**config.mk**
```make
export PLATFORM = sky130hd
export DESIGN_NAME = lockdown_seq
export DESIGN_NICKNAME = d
export VERILOG_FILES = /design/src/rtl/lockdown_seq.sv
export SDC_FILE = /design/constraint.sdc
export NUM_CORES = 1
export LEC_CHECK = 0
export BUFFER_PORTS_ARGS = -buffer_cell sky130_fd_sc_hd__clkbuf_2
export CORE_ASPECT_RATIO = 1.75
export CORE_MARGIN = 4
export CORE_UTILIZATION = 40
export CTS_CLUSTER_SIZE = 30
export DETAILED_ROUTE_END_ITERATION = 6
export MAX_ROUTING_LAYER = met4
export PLACE_DENSITY = 0.75
export SLEW_MARGIN = 20
export SYNTH_ARGS = -nofsm -noshare
export SYNTH_HDL_FRONTEND = slang
export SYNTH_SLANG_ARGS = --single-unit
```
**constraint.sdc**
```tcl
create_clock -name clk -period 2 [get_ports clk]
set_input_delay 0.4 -clock clk [delete_from_list [all_inputs] [get_ports clk]]
set_output_delay 0.4 -clock clk [all_outputs]
set_load 0.01 [all_outputs]
```
**src/rtl/lockdown_seq.sv**
```systemverilog
module lockdown_seq #(
  parameter int N_DOM   = 4,
  parameter int TMO_CYC = 64
) (
  input  logic             clk,
  input  logic             rst_n,
  input  logic [4:0]       cfg_resp_i,
  output logic [4:0]       hw_resp_o,
  input  logic             tamper_irq_i,
  output logic [N_DOM-1:0] clr_req_o,
  input  logic [N_DOM-1:0] clr_ack_i,
  output logic [4:0]       trig_o,
  output logic             trig_we_o,
  output logic             sw_irq_o,
  output logic             busy_o,
  output logic             done_o,
  output logic [N_DOM-1:0] tmo_err_o
);
  localparam int IW = (N_DOM > 1) ? $clog2(N_DOM) : 1;
  localparam int CW = $clog2(TMO_CYC + 1);

  typedef enum logic [2:0] {S_IDLE, S_CLR, S_TRIG, S_LOCK, S_SWI} st_t;

  st_t             st;
  logic [IW-1:0]   idx;
  logic [CW-1:0]   cnt;
  logic [4:0]      trig_q;
  logic [N_DOM-1:0] err_q;

  logic is_lock, is_irq, ack_hit, tmo_hit, last_dom, step;

  assign is_lock  = cfg_resp_i[3] | cfg_resp_i[2];
  assign is_irq   = ~cfg_resp_i[3] & ~cfg_resp_i[2] & ~cfg_resp_i[1] & cfg_resp_i[0];
  assign hw_resp_o = (is_lock | is_irq) ? {cfg_resp_i[4], 4'b0001} : cfg_resp_i;

  assign ack_hit  = clr_ack_i[idx];
  assign tmo_hit  = (cnt == CW'(TMO_CYC - 1));
  assign last_dom = (idx == IW'(N_DOM - 1));
  assign step     = ack_hit | tmo_hit;

  always_ff @(posedge clk or negedge rst_n) begin
    if (!rst_n) begin
      st     <= S_IDLE;
      idx    <= '0;
      cnt    <= '0;
      trig_q <= '0;
      err_q  <= '0;
    end else begin
      case (st)
        S_IDLE: if (tamper_irq_i) begin
          if (is_lock) begin
            st     <= S_CLR;
            idx    <= '0;
            cnt    <= '0;
            trig_q <= {cfg_resp_i[4], cfg_resp_i[3], cfg_resp_i[2] & ~cfg_resp_i[3], 2'b00};
          end else if (is_irq) begin
            st <= S_SWI;
          end
        end
        S_CLR: begin
          if (step) begin
            cnt <= '0;
            if (!ack_hit) err_q <= err_q | (N_DOM'(1) << idx);
            if (last_dom) st <= S_TRIG;
            else          idx <= idx + 1'b1;
          end else begin
            cnt <= cnt + 1'b1;
          end
        end
        S_TRIG:  st <= S_LOCK;
        S_SWI:   st <= S_IDLE;
        default: st <= S_LOCK;
      endcase
    end
  end

  assign clr_req_o = (st == S_CLR) ? (N_DOM'(1) << idx) : '0;
  assign trig_we_o = (st == S_TRIG);
  assign trig_o    = trig_we_o ? trig_q : 5'b0;
  assign sw_irq_o  = (st == S_SWI);
  assign busy_o    = (st == S_CLR) || (st == S_TRIG) || (st == S_SWI);
  assign done_o    = (st == S_LOCK);
  assign tmo_err_o = err_q;


  hw_no_lock_chk: assert property (@(posedge clk) disable iff (!rst_n)
    hw_resp_o[3:2] == 2'b00 || (!cfg_resp_i[3] && !cfg_resp_i[2]));


  req_onehot_chk: assert property (@(posedge clk) disable iff (!rst_n)
    $onehot0(clr_req_o));


  trig_pulse_chk: assert property (@(posedge clk) disable iff (!rst_n)
    trig_we_o |=> !trig_we_o && done_o);


  trig_sel_chk: assert property (@(posedge clk) disable iff (!rst_n)
    trig_we_o |-> $onehot(trig_o[3:2]) && trig_o[1:0] == 2'b00);


  locked_stay_chk: assert property (@(posedge clk) disable iff (!rst_n)
    done_o |=> done_o && clr_req_o == '0 && !sw_irq_o && !busy_o);


  swirq_quiet_chk: assert property (@(posedge clk) disable iff (!rst_n)
    sw_irq_o |-> clr_req_o == '0 && !trig_we_o);


  err_sticky_chk: assert property (@(posedge clk) disable iff (!rst_n)
    ((tmo_err_o & $past(tmo_err_o)) == $past(tmo_err_o)));
endmodule

```
* After elaboration in Yosys (flattened, before gate mapping)
Cells that the tools add are included.
Cells by class: add/subtract/negate cells 2, multiply operators 0, div/mod/pow operators 0, order comparisons 1, equality and inequality tests 12, shifts and indexed selects 1, multiplexer cells 20, bitwise logic cells 12, reduce and logical (&&, ||, !) cells 9
Operators by type and width (count):
- $mux W7 | 3
- $mux W3 | 5
- $pmux W7 S2 | 1
- $ne A2 B2 Y1 const B | 5
- $pmux W3 S3 | 1
- $reduce_and A3 Y1 | 3
- $mux W2 | 4
- $mux W4 | 2
- $add A7 B1 Y7 const B | 1
- $eq A7 B6 Y1 const B | 1
- $eq A3 B2 Y1 const B | 2
- $mux W5 | 1
- $reduce_and A5 Y1 | 1
- $and A1 B1 Y1 | 4
- $not A1 Y1 | 4
- $or A4 B4 Y4 | 1
- $pmux W2 S2 | 1
- $reduce_and A4 Y1 | 1
- $shl A1 B2 Y4 const A | 1
- $eq A3 B1 Y1 const B | 1
- $eq A3 B3 Y1 const B | 1
- $logic_not A3 Y1 | 1
- $lt A2 B3 Y1 const B | 1
- $ne A3 B3 Y1 const B | 1
- other kinds (7) | 10
Storage, ports and cells: register bits after elaboration 19, latch bits 0, RAM bits 0, memory bits (read-only) 0, bits of input ports 12, output and inout bits 22, word-level logic and storage cells 62, memories 0

* Logic depth before layout (Yosys ltp)
Gate-level depths: netlist of run 1.
word-level depth 8, mapped depth 6, depth with buffers taken out 5

* Least setup slack after synthesis of run 1
No wires, ideal clock.
path type register -> register, start point reg idx[0], end point reg cnt[3], setup time 83 ps, arrival time 1712 ps, required time 1917 ps, slack 205 ps, stages on the path, launching flop included 5, buffers on the path 0, clock period less this slack 1795 ps, cells stage by stage dfrtp_1 > mux4_2 > nand2b_4 > or4_1 > o21ai_0
Between the ends: word-level cells in the longest chain between the ends 5
RTL lines:
- start, declared | line 25 | logic [IW-1:0] idx;
- start signal, assigned | line 65 | else idx <= idx + 1'b1;
- $bmux W1 S2 | line 36 | assign ack_hit = clr_ack_i[idx];
- $mux W1 (not written as such) | line 36
- $or A1 B1 Y1 | line 39 | assign step = ack_hit | tmo_hit;
- $mux W7 | line 61 | if (step) begin
- $pmux W7 S2 | line 49 | case (st)
- end signal, assigned | line 67 | cnt <= cnt + 1'b1;
- end, declared | line 26 | logic [CW-1:0] cnt;
No other way between the ends. The select of a mux whose other input is x is not followed. A chain may end at the register's enable or synchronous reset.

* Worst setup path in the final report of run 1
start point reg st[2], end point out clr_req_o[3]
Between the ends: word-level cells in the longest chain between the ends 2
RTL lines:
- start, declared | line 24 | st_t st;
- start signal, assigned | line 43 | st <= S_IDLE;
- start signal, assigned | line 52 | st <= S_CLR;
- start signal, assigned | line 57 | st <= S_SWI;
- $eq A3 B1 Y1 | line 77 | assign clr_req_o = (st == S_CLR) ? (N_DOM'(1) << idx) : '0;
- $mux W4 | line 77
- end, declared | line 10 | output logic [N_DOM-1:0] clr_req_o,
No other way between the ends.

==> results.md, run 1 <==
Cells and area:
- The area growth from synthesis to layout is 17.1%.
- The final layout contains 167 nets.
- The number of diodes is 0.
- Fill cells in the final layout number 256.
- The share of cells above drive strength 1 is 32.2%.
- The area of the multi-input gates is 606 µm².
- Summing all flip-flop and latch instances after layout gives 477 µm².

Synthesis:
- Yosys printed 0 warnings.
- The sequential fraction of the synthesis area is 40.8%.
- The area of the mapped netlist is 1160 µm².
- Counting flops with an async set or reset pin after synthesis yields a share of 100%.
- The number of library cell types mapped by synthesis is 40.
- The cell count after synthesis is 116.
- The flip-flop cell with the highest count after synthesis is dfrtp_1.
- The flop and latch count out of synthesis is 19.
- The mean instance size in the synthesized netlist is 10.0 µm².
- The synthesized design contains 0 enable-type register cells.

Global routing:
- The pin count of the biggest net entering global routing is 20.
- Across every metal layer, demand over resource in global routing totals 13.0%.
- The first-pass GRT wire length is 3930 µm.
- The via count of the first global-routing pass is 956.
- The number of antenna violations at the first check in global routing came to 0.
- The global-route congestion overflow total is 0.

Flow run:
- Across the run, the number of max-cap violations was 0.

Clock network:
- For this design, the sink count on the clock tree is 19.
- The number of hold-repair buffers added at the cts stage is 0.
- TritonCTS built the clock tree.
- The maximum buffer depth of the clock tree is 2.
- The clock tree root buffer cell is clkbuf_8.
- The number of levels in the clock H-tree is 1.
- Clock-pin slew was measured on the worst setup and hold paths at 70 ps.
- The later pin in the worst-skew pair is clocked with a latency of 260 ps.
- TritonCTS created 3 clock buffers.

Die:
- The total area inside the core boundary comes to 2750 µm².
- The die is 79.4 µm tall.
- For this design the top-level I/O count stands at 34.
- The floorplan step defined a die boundary enclosing 3870 µm².
- The number of standard-cell rows in the floorplan is 25.
- The die is 48.8 µm wide.
- Once the floorplan was initialized, standard cells occupied 42.3% of the core.

Worst setup path:
- The critical path goes through nor3b_4 -> and2_1 -> clkbuf_2.
- The startpoint type of the worst setup path is a flop.
- The worst reg2reg path depth is 4.
- The beginning of the worst register-to-register path is idx[0]$_DFFE_PN0P_.
- On the critical path, the stage with the largest delay is an instance of dfrtp_1.
- The critical register-to-register path endpoint is cnt[3]$_DFFE_PN0P_.
- Across all register-to-register paths, the minimum setup slack is 180 ps.
- At the worst endpoint, the arrival time is 1450 ps.
- The delay contributed by the slowest stage of the critical path is 500 ps.
- The critical path required time is 1600 ps.
- Along the worst path, the maximum fanout reaches 10.
- By startpoint and endpoint, the worst setup path is classified as flop to output port.
- The nature of the critical path endpoint is an output port.
- The timing startpoint of the critical path is st[2]$_DFFE_PN0P_.
- The cell class contributing the biggest share of worst-path delay is simple AND/OR/NAND/NOR gates.
- The number of buffers and inverters on the critical path is 1.

Timing:
- After layout, the minimum clock period comes to 1850 ps.
- The maximum clock skew at final layout is 2.88 ps.
- The final hold violation count was 0.
- The worst path meets setup with 154 ps of slack.
- Dividing the final minimum period by the clock period gives 92.3%.
- Setup repair after global routing left no endpoint under its margin.
- The number of max-slew violations in the final report is 0.
- The final count of negative-setup-slack endpoints is 0.
- The peak clock frequency supported by timing is 0.542 GHz.
- After routing, the total negative slack on setup checks comes to 0 ps.

Power:
- The largest vdd supply drop is 0.000437 V.
- Of the total power, registers draw 54.1%.
- The power share of the clock group is 37.2%.
- The fraction of power spent switching nets is 23.7%.
- The internal portion of the total power is 0.556 mW.
- The reported leakage power is 0.720 nW.
- The analysis attributes to net switching a power of 0.173 mW.
- Power spread over the standard cell area amounts to 535 nW/µm².
- The combinational share of power is 8.7%.

Detailed routing:
- The count of nets left with antenna violations once routing finished came out at 0.
- In this run, the number of DRC markers left after iteration 0 of detailed routing was 27.
- The routed design has 2380 µm of wire.
- The ratio of routed vias to standard cells is 5.39.
- In the routed design, unresolved DRC markers number 0.
- The length of the first detailed-routing pass in iterations is 4.
- The overall via count from detail_route is 949.
- The routed length per placed instance is 13.5 µm.

Place:
- The number of buffers added on ports is 29.
- The routability congestion estimate from global placement is 0.870.
- Before CTS, the worst setup slack after placement is 170 ps.
- The wire-length estimate of the detail-placed layout is 1830 µm.

Outcome:
- The run finished with clean final reports.

Worst hold path:
- The path class of the tightest hold or removal check is input port to asynchronous set/reset pin.
## how the worst max path moves through the flow
stage | endpoint | cells past startpoint
5_1_grt | clr_req_o[3] | 3
3_5_place_dp | cnt[3]$_DFFE_PN0P_ | 4
2_1_floorplan | cnt[3]$_DFFE_PN0P_ | 4
4_1_cts | clr_req_o[3] | 3
3_3_place_gp | cnt[3]$_DFFE_PN0P_ | 4
6_report | clr_req_o[3] | 3
## through the flow
step / utilization [%] / instance area (µm²) / total power, mW / std cells / hold slack [ps]
finish: 49.5 / 1360 / 0.729 / 176 / 77.5
global route: 49.5 / 1360 / 0.763 / 176 / 119
CTS: 48.8 / 1340 / 0.736 / 174 / 93.6
detailed placement: 47.1 / 1300 / 0.465 / 170 / 376
global placement: 47.1 / 1300 / 0.464 / 170 / 385
floorplan: - / 1180 / 0.440 / 119 / 104
## cell type report
cell class | instances | share of cell area [%]
multi-input combinational | 88 | 44.4
sequential | 19 | 35.0
timing repair buffer | 35 | 13.9
clock buffer | 3 | 3.03
tap | 27 | 2.48
inverter | 3 | 0.826
clock inverter | 1 | 0.367
## cells in the mapped netlist, types with 3 or more instances
cell | count | area [µm²]
inv_1 | 3 | 11.3
a31oi_1 | 3 | 18.8
buf_4 | 5 | 37.5
o21ai_0 | 10 | 50.1
a21o_1 | 4 | 30.0
dfrtp_1 | 19 | 475
nand2_1 | 11 | 41.3
and2_1 | 10 | 62.6
nor2_1 | 6 | 22.5
ha_1 | 5 | 62.6
## metal layers
layer,vias to the layer above,GRT usage [%],wire [µm]
met5,-,-,0
met4,0,7.28,64
met3,7,1.68,116
met2,34,23.4,1290
met1,443,13.1,903
li1,465,-,-
## worst reg2reg max path, delay by kind of cell (launching register included)
kind             cells  cell delay [ps]
flip-flops           1              470
AND/OR/NAND/NOR      2              640
AO/OA/AOI/OAI        1               80
multiplexers         1              550
## cells by family (layout without fill, tap and decap cells)
kind of cell / count (synthesis) / after routing / synth area share [%]
AND/OR/NAND/NOR: 47 / 47 / 24.8
multiplexers: 3 / 3 / 3.87
buffers and inverters: 12 / 42 / 8.59
adder cells (fa/ha/maj): 5 / 5 / 5.37
AO/OA/AOI/OAI: 28 / 28 / 15.5
other: 1 / 4 / 0.322
flip-flops: 19 / 19 / 40.8
XOR/XNOR: 1 / 1 / 0.752
## registers in the layout, indices dropped and copies added (netlist names)
register / cells
cnt: 7
idx: 2
st: 3
tmo_err_o: 4
trig_q: 3
## power groups by stage
stage | registers (mW) | logic, mW | clock network, mW
5_1_grt | 0.395 | 0.0724 | 0.295
6_report | 0.395 | 0.0637 | 0.271
3_5_place_dp | 0.402 | 0.0630 | 0
4_1_cts | 0.395 | 0.0634 | 0.278
2_1_floorplan | 0.401 | 0.0393 | 0
3_3_place_gp | 0.402 | 0.0624 | 0
## layout by cell type, fill, tap and decap left out, drive strengths merged, types with 3 or more instances in the layout
master,count
clkbuf,32
dfrtp,19
nand2,11
and2,10
o21ai,10
nor2,6
buf,6
ha,5
a21o,4
conb,4
inv,3
a31oi,3
## what timing repair did
action,in CTS,in global routing
gates resized for setup,0,2
endpoints found under the setup margin,0,7
setup buffers,0,2
No activity file was read; power rests on OpenSTA's default activity.
==> inputs of run 2 (changes only) <==
==> constraint.sdc (replaced) <==
create_clock -name clk -period 2 [get_ports clk]
set_input_delay 0.4 -clock clk [delete_from_list [all_inputs] [get_ports clk]]
set_output_delay 0.4 -clock clk [all_outputs]
set_load 0.02 [all_outputs]
==> run 2 against run 1 <==
- combinational power grew 7.1%
- sequential share of layout area is the same
- clock skew is essentially flat
- sequential cell count is the same
- final area is the same
- critical path depth is the same
- sequential power is essentially flat
- non-clock buffer count is the same
- routed wire length shrank 1.1%
- setup slack lost 6.9 ps
- clock-buffer cell count is the same
- critical path type unchanged
- largest cell class unchanged
- largest power group unchanged
==> results.md, run 2 (synthesis gave the netlist of run 1 again) <==
Cells and area:
- Commonest cells after routing, fill and taps aside: clkbuf_2 (29), dfrtp_1 (18), nand2_1 (11) (unchanged).
- The final design area excluding fillers is 1360 µm² (unchanged).
- The most common cell after layout, fill and taps aside is clkbuf_2 (unchanged).
- The synthesis-to-layout area growth is 17.1% (unchanged).
- The share of cells above drive strength 1 was 32.2% (unchanged).
- The number of diodes is 0 (unchanged).
- The flip-flop count of the largest register, all copies and words added was 7 (unchanged).
- The net total in the final layout is 167 (unchanged).
- The register name with the most flops is cnt (unchanged).

Global routing:
- The all-layer global routing usage is 13.1% (was 13.0%).
- The pin count of the biggest net entering global routing is 20 (unchanged).
- The first-pass GRT wire length came to 3970 µm (was 3930 µm).
- The number of antenna violations at the first check in global routing is 0 (unchanged).
- The global-route congestion overflow total was 0 (unchanged).
- The via count of the first global-routing pass was 965 (was 956).

Die:
- The die area was 3870 µm² (unchanged).
- The floorplan core area is 2750 µm² (unchanged).
- The number of top-level pins was 34 (unchanged).
- The die width came to 48.8 µm (unchanged).
- The starting density of the core is 42.3% (unchanged).
- The number of standard-cell rows in the floorplan is 25 (unchanged).
- The die height is 79.4 µm (unchanged).

Timing:
- The final count of negative-setup-slack endpoints came to 0 (unchanged).
- The share of the clock period used by the worst path is 92.6% (was 92.3%).
- The post-route worst setup slack is 147 ps (was 154 ps).
- The number of max-slew violations in the final report is 0 (unchanged).
- The post-route minimum period is 1850 ps (about the same).
- The total negative slack for setup checks is 0 ps (unchanged).
- Unrepaired setup endpoints after global routing: false (unchanged).
- The maximum clock skew at final layout is 2.89 ps (was 2.88 ps).
- The peak clock frequency supported by timing is 0.540 GHz (was 0.542 GHz).
- The final hold violation count is 0 (unchanged).
- The minimum hold slack was 77.3 ps (was 77.5 ps).

Clock network:
- The clock tree root buffer cell is clkbuf_8 (unchanged).
- The number of sinks driven by the clock tree is 19 (unchanged).
- The clock latency on the worst-skew pair was 260 ps (about the same).
- The clock transition at the registers of the reported paths is 70 ps (about the same).
- The number of levels in the clock H-tree is 1 (unchanged).
- The number of hold-repair buffers added at the cts stage is 0 (unchanged).
- The maximum buffer depth of the clock tree is 2 (unchanged).
- The clock tree from TritonCTS is built (unchanged).
- The number of buffers created by CTS was 3 (unchanged).

Worst setup path:
- The delay contributed by the slowest stage of the critical path is 500 ps (about the same).
- The critical path start-end classification was flop to output port (unchanged).
- The largest fanout on the critical path came to 10 (unchanged).
- The critical path required time is 1600 ps (about the same).
- The startpoint type of the worst setup path is a flop (unchanged).
- The data arrival time at the worst-slack endpoint was 1450 ps (about the same).
- The critical path buffer and inverter count is 1 (unchanged).
- Cells traversed along the worst timing path: nor3b_4 -> and2_1 -> clkbuf_2 (unchanged).
- The nature of the critical path endpoint is an output port (unchanged).
- The worst-path cell with the longest stage delay is dfrtp_1 (unchanged).
- The cell class contributing the biggest share of worst-path delay is simple AND/OR/NAND/NOR gates (unchanged).

Detailed routing:
- The violation count after the first detailed-route iteration was 22 (was 27).
- The remaining routing DRC violations was 0 (unchanged).
- The number of nets with antenna violations after routing is 0 (unchanged).
- The overall via count from detail_route was 943 (was 949).
- The detailed-route wire length is 2350 µm (was 2380 µm).
- The length of the first detailed-routing pass in iterations is 4 (unchanged).
- The ratio of routed vias to standard cells was 5.36 (was 5.39).
- The routed length per placed instance was 13.4 µm (was 13.5 µm).

Power:
- The combinational share of power came to 9.3% (was 8.7%).
- The switching power total came to 0.178 mW (was 0.173 mW).
- The share of power burned in registers came to 53.7% (was 54.1%).
- The fraction of power spent switching nets is 24.2% (was 23.7%).
- The reported leakage power is 0.720 nW (unchanged).
- The internal power is 0.556 mW (about the same).
- The largest vdd supply drop is 0.000437 V (about the same).
- The power share of the clock group came to 37.0% (was 37.2%).
- The power density relative to cell area is 538 nW/µm² (was 535 nW/µm²).

Flow run:
- The total of max-cap violations is 0 (unchanged).

Worst hold path:
- The path type of the worst min-delay path is input port to asynchronous set/reset pin (unchanged).

Place:
- The cell area after placement was 1300 µm² (unchanged).
- The HPWL reported at the end of detailed placement is 1830 µm (unchanged).
- The number of buffers added on ports was 29 (unchanged).
- The routability congestion estimate from global placement is 0.870 (unchanged).
- The worst slack after detailed placement came to 170 ps (unchanged).

Outcome:
- Outcome: completed (unchanged).
-- run 2: cell counts in the layout (fill, tap and decap cells not counted) --
No cell type changed its count.
-- run 2: path summary, 6_finish.rpt --
path                                     startpoint  cells past startpoint                        to  slack, ps
setup reg to reg                 idx[0]$_DFFE_PN0P_                      4        cnt[3]$_DFFE_PN0P_        180
max in group asynchronous                     rst_n                      1         st[0]$_DFFE_PN0P_       1580
setup / recovery                  st[2]$_DFFE_PN0P_                      3              clr_req_o[3]        150
hold / removal                                rst_n                      1  tmo_err_o[2]$_DFFE_PN0P_         80
min in group clk                      cfg_resp_i[4]                      2     trig_q[4]$_DFFE_PN0P_        390
hold reg to reg            tmo_err_o[2]$_DFFE_PN0P_                      1  tmo_err_o[2]$_DFFE_PN0P_        450
-- run 2: area by class of cell --
cell class	instances	area, µm²
fillers	255	1390
multi-input cells	88	606
flip-flops and latches	19	477
repair buffers	35	190
clock buffers	3	41.3
well taps	27	33.8
inverters	3	11.3
clock inverters	1	5.00
-- run 2: per-stage QoR --
| stage | power [mW] | std cells | util, % |
|---|---|---|---|
| global route | 0.767 | 176 | 49.5 |
| detailed placement | 0.471 | 170 | 47.1 |
| global placement | 0.470 | 170 | 47.1 |
| finish | 0.734 | 176 | 49.5 |
| floorplan | 0.446 | 119 | - |
| CTS | 0.742 | 176 | 49.3 |
-- run 2: layer usage --
metal / wire [µm] / share of wire [%] / up-vias / global-route usage, %
met2: 1280 / 54 / 31 / 23.8
met3: 120 / 5.1 / 7 / 1.68
li1: - / - / 465 / -
met5: 0 / 0 / - / -
met4: 65 / 2.8 / 0 / 7.28
met1: 890 / 38 / 440 / 13.2
-- run 2: repair_timing --
item,4_1_cts,5_1_grt
pin swaps,0,0
setup buffers,2,0
resized for setup,0,2
hold endpoints to repair,0,0
setup endpoints to repair,1,4
-- run 2: power by group through the flow --
stage | Sequential [mW] | Clock (mW) | Combinational, mW
2_1_floorplan | 0.401 | 0 | 0.0448
3_3_place_gp | 0.402 | 0 | 0.0677
3_5_place_dp | 0.402 | 0 | 0.0683
4_1_cts | 0.395 | 0.278 | 0.0687
5_1_grt | 0.395 | 0.295 | 0.0769
6_report | 0.395 | 0.272 | 0.0682
==> inputs of run 3 (changes only) <==
--- a/config.mk
+++ b/config.mk
@@ -6,14 +6,14 @@
 export NUM_CORES = 1
 export LEC_CHECK = 0
 export BUFFER_PORTS_ARGS = -buffer_cell sky130_fd_sc_hd__clkbuf_2
-export CORE_ASPECT_RATIO = 1.75
+export CORE_ASPECT_RATIO = 1.1
 export CORE_MARGIN = 4
-export CORE_UTILIZATION = 40
+export CORE_UTILIZATION = 50
 export CTS_CLUSTER_SIZE = 30
 export DETAILED_ROUTE_END_ITERATION = 6
 export MAX_ROUTING_LAYER = met4
-export PLACE_DENSITY = 0.75
-export SLEW_MARGIN = 20
+export PLACE_DENSITY = 0.88
+export SLEW_MARGIN = 0
 export SYNTH_ARGS = -nofsm -noshare
 export SYNTH_HDL_FRONTEND = slang
 export SYNTH_SLANG_ARGS = --single-unit
==> run 3 against run 2 <==
- global-route usage grew 2.1 points
- sequential share of layout area grew 0.48 points
- final area shrank 1.1%
- routed wire length shrank 9.6%
- register-to-register slack lost 40 ps
- setup slack lost 52 ps
- final cell count grew 1.1%
- combinational power shrank 2%
- sequential cell count is the same
- largest cell class unchanged
==> results.md, run 3 (synthesis gave the netlist of run 1 again) <==
Power:
- The power density relative to cell area is 486 nW/µm² (was 538 nW/µm²).
- The largest vdd supply drop came to 0.000372 V (was 0.000437 V).
- The reported leakage power came to 0.706 nW (was 0.720 nW).
- The total power came to 0.655 mW (was 0.734 mW).

Place:
- The cell area after placement came to 1310 µm² (was 1300 µm²).
- The instance count after placement with tap cells included is 174 (was 170).
- The HPWL reported at the end of detailed placement is 1670 µm (was 1830 µm).
- The number of buffers added on ports came to 29 (unchanged).
- The routability congestion estimate from global placement came to 0.827 (was 0.870).

Worst setup path:
- The data arrival time at the worst-slack endpoint came to 1510 ps (was 1450 ps).
- The worst reg2reg path depth is 4 (unchanged).
- The critical path buffer and inverter count came to 2 (was 1).
- The critical path required time is 1600 ps (about the same).
- Cells traversed along the worst timing path: nor3b_4 -> buf_4 -> and2_1 -> clkbuf_2 (was nor3b_4 -> and2_1 -> clkbuf_2).
- The critical path start-end classification is flop to output port (unchanged).
- The critical register-to-register path endpoint is cnt[3]$_DFFE_PN0P_ (unchanged).
- The nature of the critical path endpoint is an output port (unchanged).
- The largest fanout on the critical path is 10 (unchanged).
- The cell class contributing the biggest share of worst-path delay is flip-flops (was simple AND/OR/NAND/NOR gates).
- The startpoint type of the worst setup path is a flop (unchanged).
- The delay contributed by the slowest stage of the critical path came to 500 ps (about the same).
- The worst-path cell with the longest stage delay was dfrtp_2 (was dfrtp_1).
- The setup slack of the worst register-to-register path was 140 ps (was 180 ps).
- The beginning of the worst register-to-register path was idx[0]$_DFFE_PN0P_ (unchanged).

Timing:
- The minimum hold slack came to 37.1 ps (was 77.3 ps).
- Unrepaired setup endpoints after global routing: false (unchanged).
- The maximum clock skew at final layout is 1.75 ps (was 2.89 ps).
- The post-route minimum period is 1910 ps (was 1850 ps).
- The peak clock frequency supported by timing was 0.525 GHz (was 0.540 GHz).
- The share of the clock period used by the worst path was 95.3% (was 92.6%).
- The final hold violation count is 0 (unchanged).
- The final count of negative-setup-slack endpoints was 0 (unchanged).
- The number of max-slew violations in the final report was 0 (unchanged).
- The total negative slack for setup checks is 0 ps (unchanged).

Clock network:
- The number of sinks driven by the clock tree is 19 (unchanged).
- The number of levels in the clock H-tree was 1 (unchanged).
- The buffers inserted during post-CTS setup optimization came to 0 (was 2).
- The clock transition at the registers of the reported paths is 110 ps (was 70 ps).
- The number of buffers created by CTS is 3 (unchanged).
- The clock tree from TritonCTS is built (unchanged).
- The maximum buffer depth of the clock tree is 2 (unchanged).
- The clock tree root buffer cell is clkbuf_4 (was clkbuf_8).
- The clock latency on the worst-skew pair is 290 ps (was 260 ps).
- The quantity of gates resized following cts is 1 (was 0).
- The number of hold-repair buffers added at the cts stage is 0 (unchanged).

Detailed routing:
- The number of nets with antenna violations after routing is 0 (unchanged).
- The detailed-route wire length is 2130 µm (was 2350 µm).
- The overall via count from detail_route is 951 (was 943).
- The violation count after the first detailed-route iteration is 17 (was 22).
- The ratio of routed vias to standard cells is 5.34 (was 5.36).
- The length of the first detailed-routing pass in iterations is 4 (unchanged).
- The routed length per placed instance is 11.9 µm (was 13.4 µm).
- The remaining routing DRC violations came to 0 (unchanged).

Die:
- The number of standard-cell rows in the floorplan is 18 (was 25).
- The die area is 3170 µm² (was 3870 µm²).
- The starting density of the core was 52.2% (was 42.3%).
- The die height is 58.6 µm (was 79.4 µm).
- The die width was 54.0 µm (was 48.8 µm).
- The number of top-level pins is 34 (unchanged).
- The floorplan core area is 2230 µm² (was 2750 µm²).

Cells and area:
- Commonest cells after routing, fill and taps aside: clkbuf_2 (28), dfrtp_1 (17), nand2_1 (11) (was clkbuf_2 (29), dfrtp_1 (18), nand2_1 (11)).
- The share of cells above drive strength 1 was 32.4% (was 32.2%).
- The synthesis-to-layout area growth is 15.8% (was 17.1%).
- The net total in the final layout came to 166 (was 167).
- The final design area excluding fillers was 1350 µm² (was 1360 µm²).
- The number of diodes was 0 (unchanged).
- The filler-free cell count of the finished design is 178 (was 176).
- The most common cell after layout, fill and taps aside is clkbuf_2 (unchanged).
- The flip-flop count of the largest register, all copies and words added is 7 (unchanged).
- The register name with the most flops is cnt (unchanged).

Outcome:
- Outcome: completed (unchanged).

Global routing:
- The pin count of the biggest net entering global routing was 20 (unchanged).
- The number of antenna violations at the first check in global routing came to 0 (unchanged).
- The via count of the first global-routing pass is 858 (was 965).
- The all-layer global routing usage is 15.2% (was 13.1%).
- The global-route congestion overflow total is 0 (unchanged).
- The first-pass GRT wire length came to 3490 µm (was 3970 µm).

Worst hold path:
- The path type of the worst min-delay path was input port to asynchronous set/reset pin (unchanged).

Flow run:
- The total of max-cap violations was 0 (unchanged).
==> run 3: cell count changes in the layout (fill, tap and decap cells not counted), sizes merged <==
cell,previous run,this run
clkbuf,32,31
==> run 3: metrics by stage <==
| stage | setup WS [ps] | util, % |
|---|---|---|
| 3_5_place_dp | 147 | 58.6 |
| 2_1_floorplan | 118 | - |
| 4_1_cts | 57.2 | 60.1 |
| 6_report | 94.6 | 60.5 |
| 3_3_place_gp | 229 | 58.6 |
| 5_1_grt | 1.21 | 60.5 |
==> run 3: final cells by class <==
type                       count  area (µm²)
fill                         183         881
multi-input combinational     88         612
sequential                    19         478
timing repair buffer          34         183
tap                           30        37.5
clock buffer                   3        22.5
inverter                       3        11.3
clock inverter                 1        5.00
==> run 3: worst max-delay path by stage <==
| stage | from | slack (ps) | depth (start not counted) | to |
|---|---|---|---|---|
| floorplan | st[2]$_DFFE_PN0P_ | 120 | 3 | trig_o[2] |
| global placement | idx[0]$_DFFE_PN0P_ | 230 | 4 | cnt[3]$_DFFE_PN0P_ |
| detailed placement | idx[0]$_DFFE_PN0P_ | 150 | 4 | cnt[3]$_DFFE_PN0P_ |
| CTS | st[2]$_DFFE_PN0P_ | 60 | 4 | clr_req_o[0] |
| global route | st[2]$_DFFE_PN0P_ | 1 | 4 | clr_req_o[0] |
| finish | st[2]$_DFFE_PN0P_ | 90 | 4 | clr_req_o[0] |
==> run 3: layer usage <==
metal	part of all wire, %	GRT usage (%)	vias up	wire, µm
li1	-	-	472	-
met1	44	17.9	450	926
met2	50	25.4	25	1070
met3	5.1	3.04	4	108
met4	0.94	5.34	0	20
met5	0	-	-	0
==> run 3: report_power, final <==
group          switching (mW)  internal [mW]
clock network           0.119         0.0744
registers             0.00556          0.389
logic                  0.0388         0.0281
